`config.mk`:
```
export PLATFORM = sky130hd
export DESIGN_NAME = if_freq_counter
export DESIGN_NICKNAME = d
export VERILOG_FILES = /design/src/rtl/if_freq_counter_pkg.sv /design/src/rtl/ifc_edge_sync.sv /design/src/rtl/ifc_gate_timer.sv /design/src/rtl/ifc_sat_counter.sv /design/src/rtl/if_freq_counter.sv
export SDC_FILE = /design/constraint.sdc
export NUM_CORES = 1
export LEC_CHECK = 0
export CORE_MARGIN = 1
export CORE_UTILIZATION = 57
export DETAILED_ROUTE_END_ITERATION = 12
export DONT_BUFFER_PORTS = 1
export GPL_TIMING_DRIVEN = 0
export HOLD_SLACK_MARGIN = 0.15
export PLACE_DENSITY = 0.75
export SYNTH_ARGS = -nofsm -noshare
export SYNTH_HDL_FRONTEND = slang
export SYNTH_HIERARCHICAL = 1
export SYNTH_SLANG_ARGS = --single-unit
```
`constraint.sdc`:
```
create_clock -name clk -period 2.35 [get_ports clk]
set_clock_uncertainty 0.05 [all_clocks]
set_input_delay 0.1175 -clock clk [delete_from_list [all_inputs] [get_ports clk]]
set_output_delay 0.1175 -clock clk [all_outputs]
set_load 0.05 [all_outputs]
```
`src/rtl/if_freq_counter_pkg.sv`:
```
package if_freq_counter_pkg;
  localparam logic [1:0] MODE_FREQ = 2'b00;

  // window multiplier per gate code, in units of the 1 ms base window
  function automatic int unsigned gate_mult(input logic [1:0] code);
    case (code)
      2'b00:   return 1;
      2'b01:   return 4;
      2'b10:   return 8;
      default: return 32;
    endcase
  endfunction

  function automatic int unsigned gate_ticks(input logic [1:0] code, input int unsigned per_ms);
    return per_ms * gate_mult(code);
  endfunction
endpackage

```
`src/rtl/ifc_edge_sync.sv`:
```
module ifc_edge_sync #(
  parameter int STAGES = 2
) (
  input  logic clk,
  input  logic rst_n,
  input  logic din,
  output logic rise
);
  logic [STAGES-1:0] chain;
  logic              last_q;

  generate
    for (genvar i = 0; i < STAGES; i++) begin : g_stage
      if (i == 0) begin : g_first
        always_ff @(posedge clk or negedge rst_n)
          if (!rst_n) chain[0] <= 1'b0;
          else        chain[0] <= din;
      end else begin : g_next
        always_ff @(posedge clk or negedge rst_n)
          if (!rst_n) chain[i] <= 1'b0;
          else        chain[i] <= chain[i-1];
      end
    end
  endgenerate

  always_ff @(posedge clk or negedge rst_n)
    if (!rst_n) last_q <= 1'b0;
    else        last_q <= chain[STAGES-1];

  assign rise = chain[STAGES-1] & ~last_q;
endmodule

```
`src/rtl/ifc_gate_timer.sv`:
```
module ifc_gate_timer
  import if_freq_counter_pkg::*;
#(
  parameter int TICKS_PER_MS = 75
) (
  input  logic       clk,
  input  logic       rst_n,
  input  logic       launch,
  input  logic [1:0] code,
  input  logic       tick,
  output logic       active,
  output logic       close
);
  localparam int TW = $clog2(TICKS_PER_MS * 32 + 1);

  logic [TW-1:0] tcnt_q;
  logic [1:0]    code_q;
  logic [TW-1:0] last_idx;

  assign last_idx = TW'(gate_ticks(code_q, TICKS_PER_MS) - 1);
  assign close    = active & tick & ~launch & (tcnt_q == last_idx);

  always_ff @(posedge clk or negedge rst_n)
    if (!rst_n) begin
      active <= 1'b0;
      tcnt_q <= '0;
      code_q <= 2'b00;
    end else if (launch) begin
      active <= 1'b1;
      tcnt_q <= '0;
      code_q <= code;
    end else if (close) begin
      active <= 1'b0;
    end else if (active && tick) begin
      tcnt_q <= tcnt_q + 1'b1;
    end
endmodule

```
`src/rtl/ifc_sat_counter.sv`:
```
module ifc_sat_counter #(
  parameter int W = 20
) (
  input  logic         clk,
  input  logic         rst_n,
  input  logic         clr,
  input  logic         inc,
  output logic [W-1:0] value
);
  localparam logic [W-1:0] TOP = '1;

  always_ff @(posedge clk or negedge rst_n)
    if (!rst_n)                   value <= '0;
    else if (clr)                 value <= '0;
    else if (inc && value != TOP) value <= value + 1'b1;
endmodule

```
`src/rtl/if_freq_counter.sv`:
```
module if_freq_counter
  import if_freq_counter_pkg::*;
#(
  parameter int CNT_W        = 20,
  parameter int TICKS_PER_MS = 75,
  parameter int SYNC_STAGES  = 2
) (
  input  logic             clk,
  input  logic             rst_n,
  input  logic             cfg_we,
  input  logic [3:0]       cfg_data,
  input  logic             start,
  input  logic             base_tick,
  input  logic             gate_off,
  input  logic             sig_in,
  output logic [CNT_W-1:0] count,
  output logic             done,
  output logic             busy
);
  logic [1:0] mode_q, code_q;
  logic       launch, win_close, edge_seen, count_en;

  always_ff @(posedge clk or negedge rst_n)
    if (!rst_n) begin
      mode_q <= 2'b00;
      code_q <= 2'b00;
    end else if (cfg_we) begin
      mode_q <= cfg_data[3:2];
      code_q <= cfg_data[1:0];
    end

  assign launch = start & (mode_q == MODE_FREQ);

  ifc_edge_sync #(.STAGES(SYNC_STAGES)) u_sync (
    .clk(clk), .rst_n(rst_n), .din(sig_in), .rise(edge_seen)
  );

  ifc_gate_timer #(.TICKS_PER_MS(TICKS_PER_MS)) u_timer (
    .clk(clk), .rst_n(rst_n), .launch(launch), .code(code_q),
    .tick(base_tick), .active(busy), .close(win_close)
  );

  assign count_en = busy & edge_seen & ~gate_off;

  ifc_sat_counter #(.W(CNT_W)) u_cnt (
    .clk(clk), .rst_n(rst_n), .clr(launch), .inc(count_en), .value(count)
  );

  always_ff @(posedge clk or negedge rst_n)
    if (!rst_n)         done <= 1'b0;
    else if (launch)    done <= 1'b0;
    else if (win_close) done <= 1'b1;
endmodule

```
# == Word level (Yosys, flattened, before mapping) ==
# Index checks and enable logic that the tools add are counted.
# word_totals
in_bits,11
word_cells,47
reg_bits,43
# classes
mux,10
n_reduce_logical,8
n_bitwise,10
n_mul,1
add_sub_neg,3
n_eq_ne,5
# op_table
operator,n
two-way mux 20 bit,2
two-way mux 12 bit,3
"adder 20 x 1 -> 20 bit, second input constant",1
"!= test 20 bit, second input constant",1
case mux 6 bit (3 select lines),1
"adder 12 x 1 -> 12 bit, second input constant",1
equality test 12 bit,1
"multiplier 7 x 6 -> 12 bit, first input constant",1
"subtractor 12 x 1 -> 12 bit, second input constant",1
AND 1 bit,7
nonzero test 2 bit,3
logical NOT 2 bit,2
two-way mux 1 bit,4
NOT 1 bit,3
"equality test 2 x 1 -> 1 bit, second input constant",1
"equality test 2 bit, second input constant",1
logical AND 1 bit,2
"!= test 2 x 1 -> 1 bit, second input constant",1
AND reduction 2 bit,1

# == Depth between registers and ports, before layout ==
# logic_depth
word_depth,8
mapped_depth,12

# == Hierarchy ==
# Netlist, hierarchy kept.
# modules_own_cells
module,area_per_inst_um2,seq_area_each_um2,cells_per_inst,instances
ifc_sat_counter,1211.2,500.5,128,1
ifc_gate_timer,1142.3,375.4,114,1
if_freq_counter,197.7,125.1,14,1
ifc_edge_sync,88.8,75.1,4,1

# == Worst setup path before layout ==
# OpenSTA, ideal clock, no wires.
# synth_timing
kind,register -> register
from,reg u_timer.code_q[0]
to,reg u_timer.tcnt_q[5]
stages_incl_launch_ff,11
setup_slack_ns,-0.274
synth_period_minus_slack_ns,2.624
required_ns,2.175
setup_ns,0.125
arrival_ns,2.449
cell_sequence,dfrtp_1 buf_6 nor2b_1 ha_1 ha_1 a31oi_4 xnor2_1 a2111oi_4 buf_6 nor4_2 mux2_4
# synth_via
elab_chain_len,8
word_cells_on_any_way,10
# synth_rtl
item,line,source
from (decl),ifc_gate_timer.sv:17,logic [1:0] code_q;
from (signal assigned),ifc_gate_timer.sv:31,code_q <= code;
"equality test 2 bit, or another cell as far along",if_freq_counter_pkg.sv:6,case (code)
case mux 6 bit (3 select lines) (*),if_freq_counter_pkg.sv:6,
multiplier 7 x 6 -> 12 bit (*),if_freq_counter_pkg.sv:15,return per_ms * gate_mult(code);
subtractor 12 x 1 -> 12 bit (*),ifc_gate_timer.sv:20,"assign last_idx = TW'(gate_ticks(code_q, TICKS_PER_MS) - 1);"
equality test 12 bit (*),ifc_gate_timer.sv:21,assign close = active & tick & ~launch & (tcnt_q == last_idx);
AND 1 bit (*),ifc_gate_timer.sv:21,
!= test 2 x 1 -> 1 bit (no line) (*),--,
AND reduction 2 bit (no line) (*),--,
to (signal assigned),ifc_gate_timer.sv:35,tcnt_q <= tcnt_q + 1'b1;
to (decl),ifc_gate_timer.sv:16,logic [TW-1:0] tcnt_q;
# Mark *: on every way between the ends. The rest lies on a longest branch, timed or not.
# A chain may end at the register's enable or synchronous reset.

# == Worst setup path after layout ==
# layout_timing
from,reg u_timer.code_q[1]
to,reg u_timer.tcnt_q[8]
# Same word-level chain as after synthesis.

==> summary.md <==
| Metric | Value |
|---|---|
| Final Hold Fails | 0 |
| Syn nets | 277 |
| Yosys cell types | 60 |
| Clock Pin Slew Worst Setup and Hold Paths | 80 ps |
| Initial Utilization | 59.81% |
| Commonest non-fill, non-tap cell in the layout | dfrtp_1 |
| Detail Route Antenna Nets | 0 |
| Final net count | 313 |
| Row cnt | 24 |
| Most frequent cells in the layout | dfrtp_1 (36), nor2_1 (19), a21oi_1 (19) |
| EDFF count, synth | 0 |
| First-pass GRT wire length | 11100 um |
| Final Util | 74.55% |
| Sequence of cells on the critical path | buf_6 -> nor2b_4 -> ha_4 -> xnor2_1 -> nor2_1 -> nand4_1 -> a2111oi_4 -> buf_6 -> nor4_4 -> mux2_4 |
| Buf/Inv on CP | 2 |
| Fmax | 0.3953 GHz |
| CP max stage delay | 470 ps |
| Status | finished with violations |
| Overflow after GRT | 0 |
| Most used cell, CP | buf_6 |
| Vias per cell | 6.249 |
| Worst EP arrival | 2670 ps |
| Slew @ Worst Pin | 674.4 ps |
| TritonCTS clock tree | built |
| Hold Crit Class | in2reg |
| Crit path max fanout | 6 |
| Antenna violations before repair | 0 |
| Synth Flop Type | dfrtp_1 |
| Global placer's final weighted congestion | 0.8311 |
| Vias post-DR | 2181 |
| DRC Markers | 0 |
| CP required | 2490 ps |
| Total power | 2.078 mW |
| Largest net degree at the start of global routing | 44 |
| I/O pin total | 33 |
| DRT Wirelength | 6422 um |
| Port buffer count | 0 |
| Multi-input logic area | 1604 um2 |
| H-tree levels | 2 |
| Int Power | 1.360 mW |
| PwrDens | 631.6 nW/um2 |
| Clock sinks | 43 |
| CP Class | reg2reg |
| Synthesis-to-layout area growth | 24.64% |
| Comb power frac | 31.3% |
| Syn Area/Cell | 10.15 um2 |
| Fin Setup TNS | -1614 ps |
| Post-Syn Instances | 260 |
| Ys async rst share | 100.0% |
| Die Wd | 70.06 um |
| Cell Area, Synth | 2640 um2 |
| Register area share after synthesis | 40.76% |
| CTS Buf Count | 5 |
| Total track usage | 28.68% |
| Top delay family on crit path | flip-flops |
| Top post-synthesis cells by area | dfrtp_1 (41%), mux2_2 (5.5%), a21oi_1 (4.2%), o31ai_1 (3.4%), ha_1 (2.8%) |
| Yosys warning count | 6 |
| Sw Ratio | 34.58% |
| Largest area contributor in the netlist | dfrtp_1 |
| Antenna Cells | 0 |
| Fin. max-slew vios | 0 |
| 1st-pass router iterations | 4 |
| 1st-iter DRT viols | 94 |
| Fraction of layout cells with a size suffix above 1 | 32.66% |
| Failing checks | setup timing |
| NetSw | 0.7188 mW |
| Register area | 1085 um2 |
| Tcrit/Tclk final | 107.6% |
| Seq pwr share | 46.5% |
| Max VDD drop | 0.4618 mV |
| Max-Cap Viols | 0 |
| Crit path time final | 2530 ps |
| Final HPWL DP | 3912 um |
| Worst setup EP type | register |
| Clock Latency Late Sink | 290 ps |
| Core area | 4414 um2 |
| Post-synth top area share | 40.76% |
| Pleak | 1.371 nW |
| Startpoint type of the worst setup path | register |
| CTS root buf | clkbuf_8 |
| Final WS setup | -179.7 ps |
| Max Root-Sink Buffers | 2 |
| Drt wl/cell | 18.40 um |
| Die area | 4908 um2 |
| Yosys reg bits | 43 |
| Clk pwr share | 22.3% |
| Number of global-route vias before repair | 2355 |
| Chip height | 70.06 um |
| Unrepaired setup endpoints after global routing | yes |
| Setup Viol. Count Final | 14 |
| Fillers | 314 |
| Headroom to the max-slew limit | 55.04% |
| Max stage delay cell, worst path | dfrtp_2 |
[worst paths after layout]
path / cells after the start / slack [ps] / to / from
min: 3 / 240 / u_timer/tcnt_q[4] / base_tick
min reg2reg: 0 / 300 / u_sync/chain[1] / u_sync/chain[0]
min in group asynchronous: 2 / 280 / done / rst_n
max in group asynchronous: 2 / 1750 / u_cnt/value[3] / rst_n
max reg2reg: 10 / -180 / u_timer/tcnt_q[8] / u_timer/code_q[1]
max: 10 / -180 / u_timer/tcnt_q[8] / u_timer/code_q[1]
[cell usage after synthesis (2+ instances only)]
| library cell | number |
|---|---|
| dfrtp_1 | 43 |
| and3_1 | 5 |
| nand2b_1 | 3 |
| a21boi_1 | 2 |
| mux2_2 | 13 |
| nor4_2 | 2 |
| buf_2 | 4 |
| nand4_1 | 10 |
| or4_1 | 7 |
| ha_1 | 6 |
| inv_1 | 9 |
| o41ai_1 | 2 |
| o31ai_1 | 12 |
| mux2_4 | 2 |
| clkbuf_1 | 4 |
| xor2_1 | 3 |
| buf_6 | 4 |
| nand2_1 | 14 |
| nor2_1 | 19 |
| xnor2_1 | 2 |
| or3_1 | 6 |
| a21oi_1 | 22 |
| nor3_1 | 3 |
| nand3_1 | 6 |
| o21ai_0 | 5 |
| nor2b_1 | 10 |
| and4_1 | 4 |
| or4_2 | 3 |
| nor4_1 | 4 |
[flip-flops by register name, summed over array words and instances (netlist names)]
| signal | cells |
|---|---|
| u_timer/code_q | 2 |
| done | 1 |
| code_q | 2 |
| u_cnt/value | 20 |
| u_timer/active | 1 |
| u_sync/chain | 2 |
| mode_q | 2 |
| u_sync/last_q | 1 |
| u_timer/tcnt_q | 12 |
[stage by stage]
stage / hold slack, ps / instances / worst slack [ps] / instance area [um2]
global route: 277.6 / 349 / -251.7 / 3291
floorplan: -228.1 / 260 / -154.7 / 2784
global placement: -226.6 / 312 / -346.7 / 2849
detailed placement: -226.9 / 312 / -377.3 / 2849
CTS: 228.5 / 341 / -181.3 / 3153
finish: 236.0 / 349 / -179.7 / 3291
[power groups by stage]
stage,clock (mW),sequential (mW),combinational [mW]
after floorplan,0,0.950,0.432
after global placement,0,0.976,0.482
after detailed placement,0,0.979,0.496
after CTS,0.471,0.961,0.601
after global routing,0.509,0.977,0.713
final,0.463,0.965,0.650
[worst reg2reg max path, stage by stage (launching register included)]
cell and delay, ps:
dfrtp_2 470, buf_6 140, nor2b_4 120, ha_4 220
xnor2_1 120, nor2_1 110, nand4_1 160, a2111oi_4 460
buf_6 220, nor4_4 50, mux2_4 300
[area by class of cell]
cell class | instances | share of cell area [%]
well taps | 52 | 1.977
multi-input cells | 192 | 48.75
inverters | 9 | 1.027
flip-flops and latches | 43 | 32.97
clock buffers | 6 | 2.205
plain buffers | 15 | 3.612
repair buffers | 30 | 9.087
clock inverters | 2 | 0.3802
[routing by layer]
layer  up-vias  GRT usage [%]  wire length (um)
met5         -              0                 0
met3        14          6.926               275
met2        49          49.79              3391
met1      1073          34.47              2585
met4         0          10.44               170
li1       1045              -                 -
[logic make-up after synthesis]
family	synth area share [%]
buffers and inverters	5.924
DFF	40.76
xor gates and xnor gates	1.659
adders and majority gates	2.844
AOI/OAI and AO/OA	15.97
other	0.1420
muxes	7.488
and+or+nand+nor	25.21
[what timing repair did]
item,4_1_cts,5_1_grt
endpoints found under the setup margin,21,28
endpoints found under the hold margin,51,0
hold buffers,13,0
resized for setup,4,13
pin swaps,9,17
cloned,1,1
setup buffers,8,7
(Power assumes the default switching activity.)
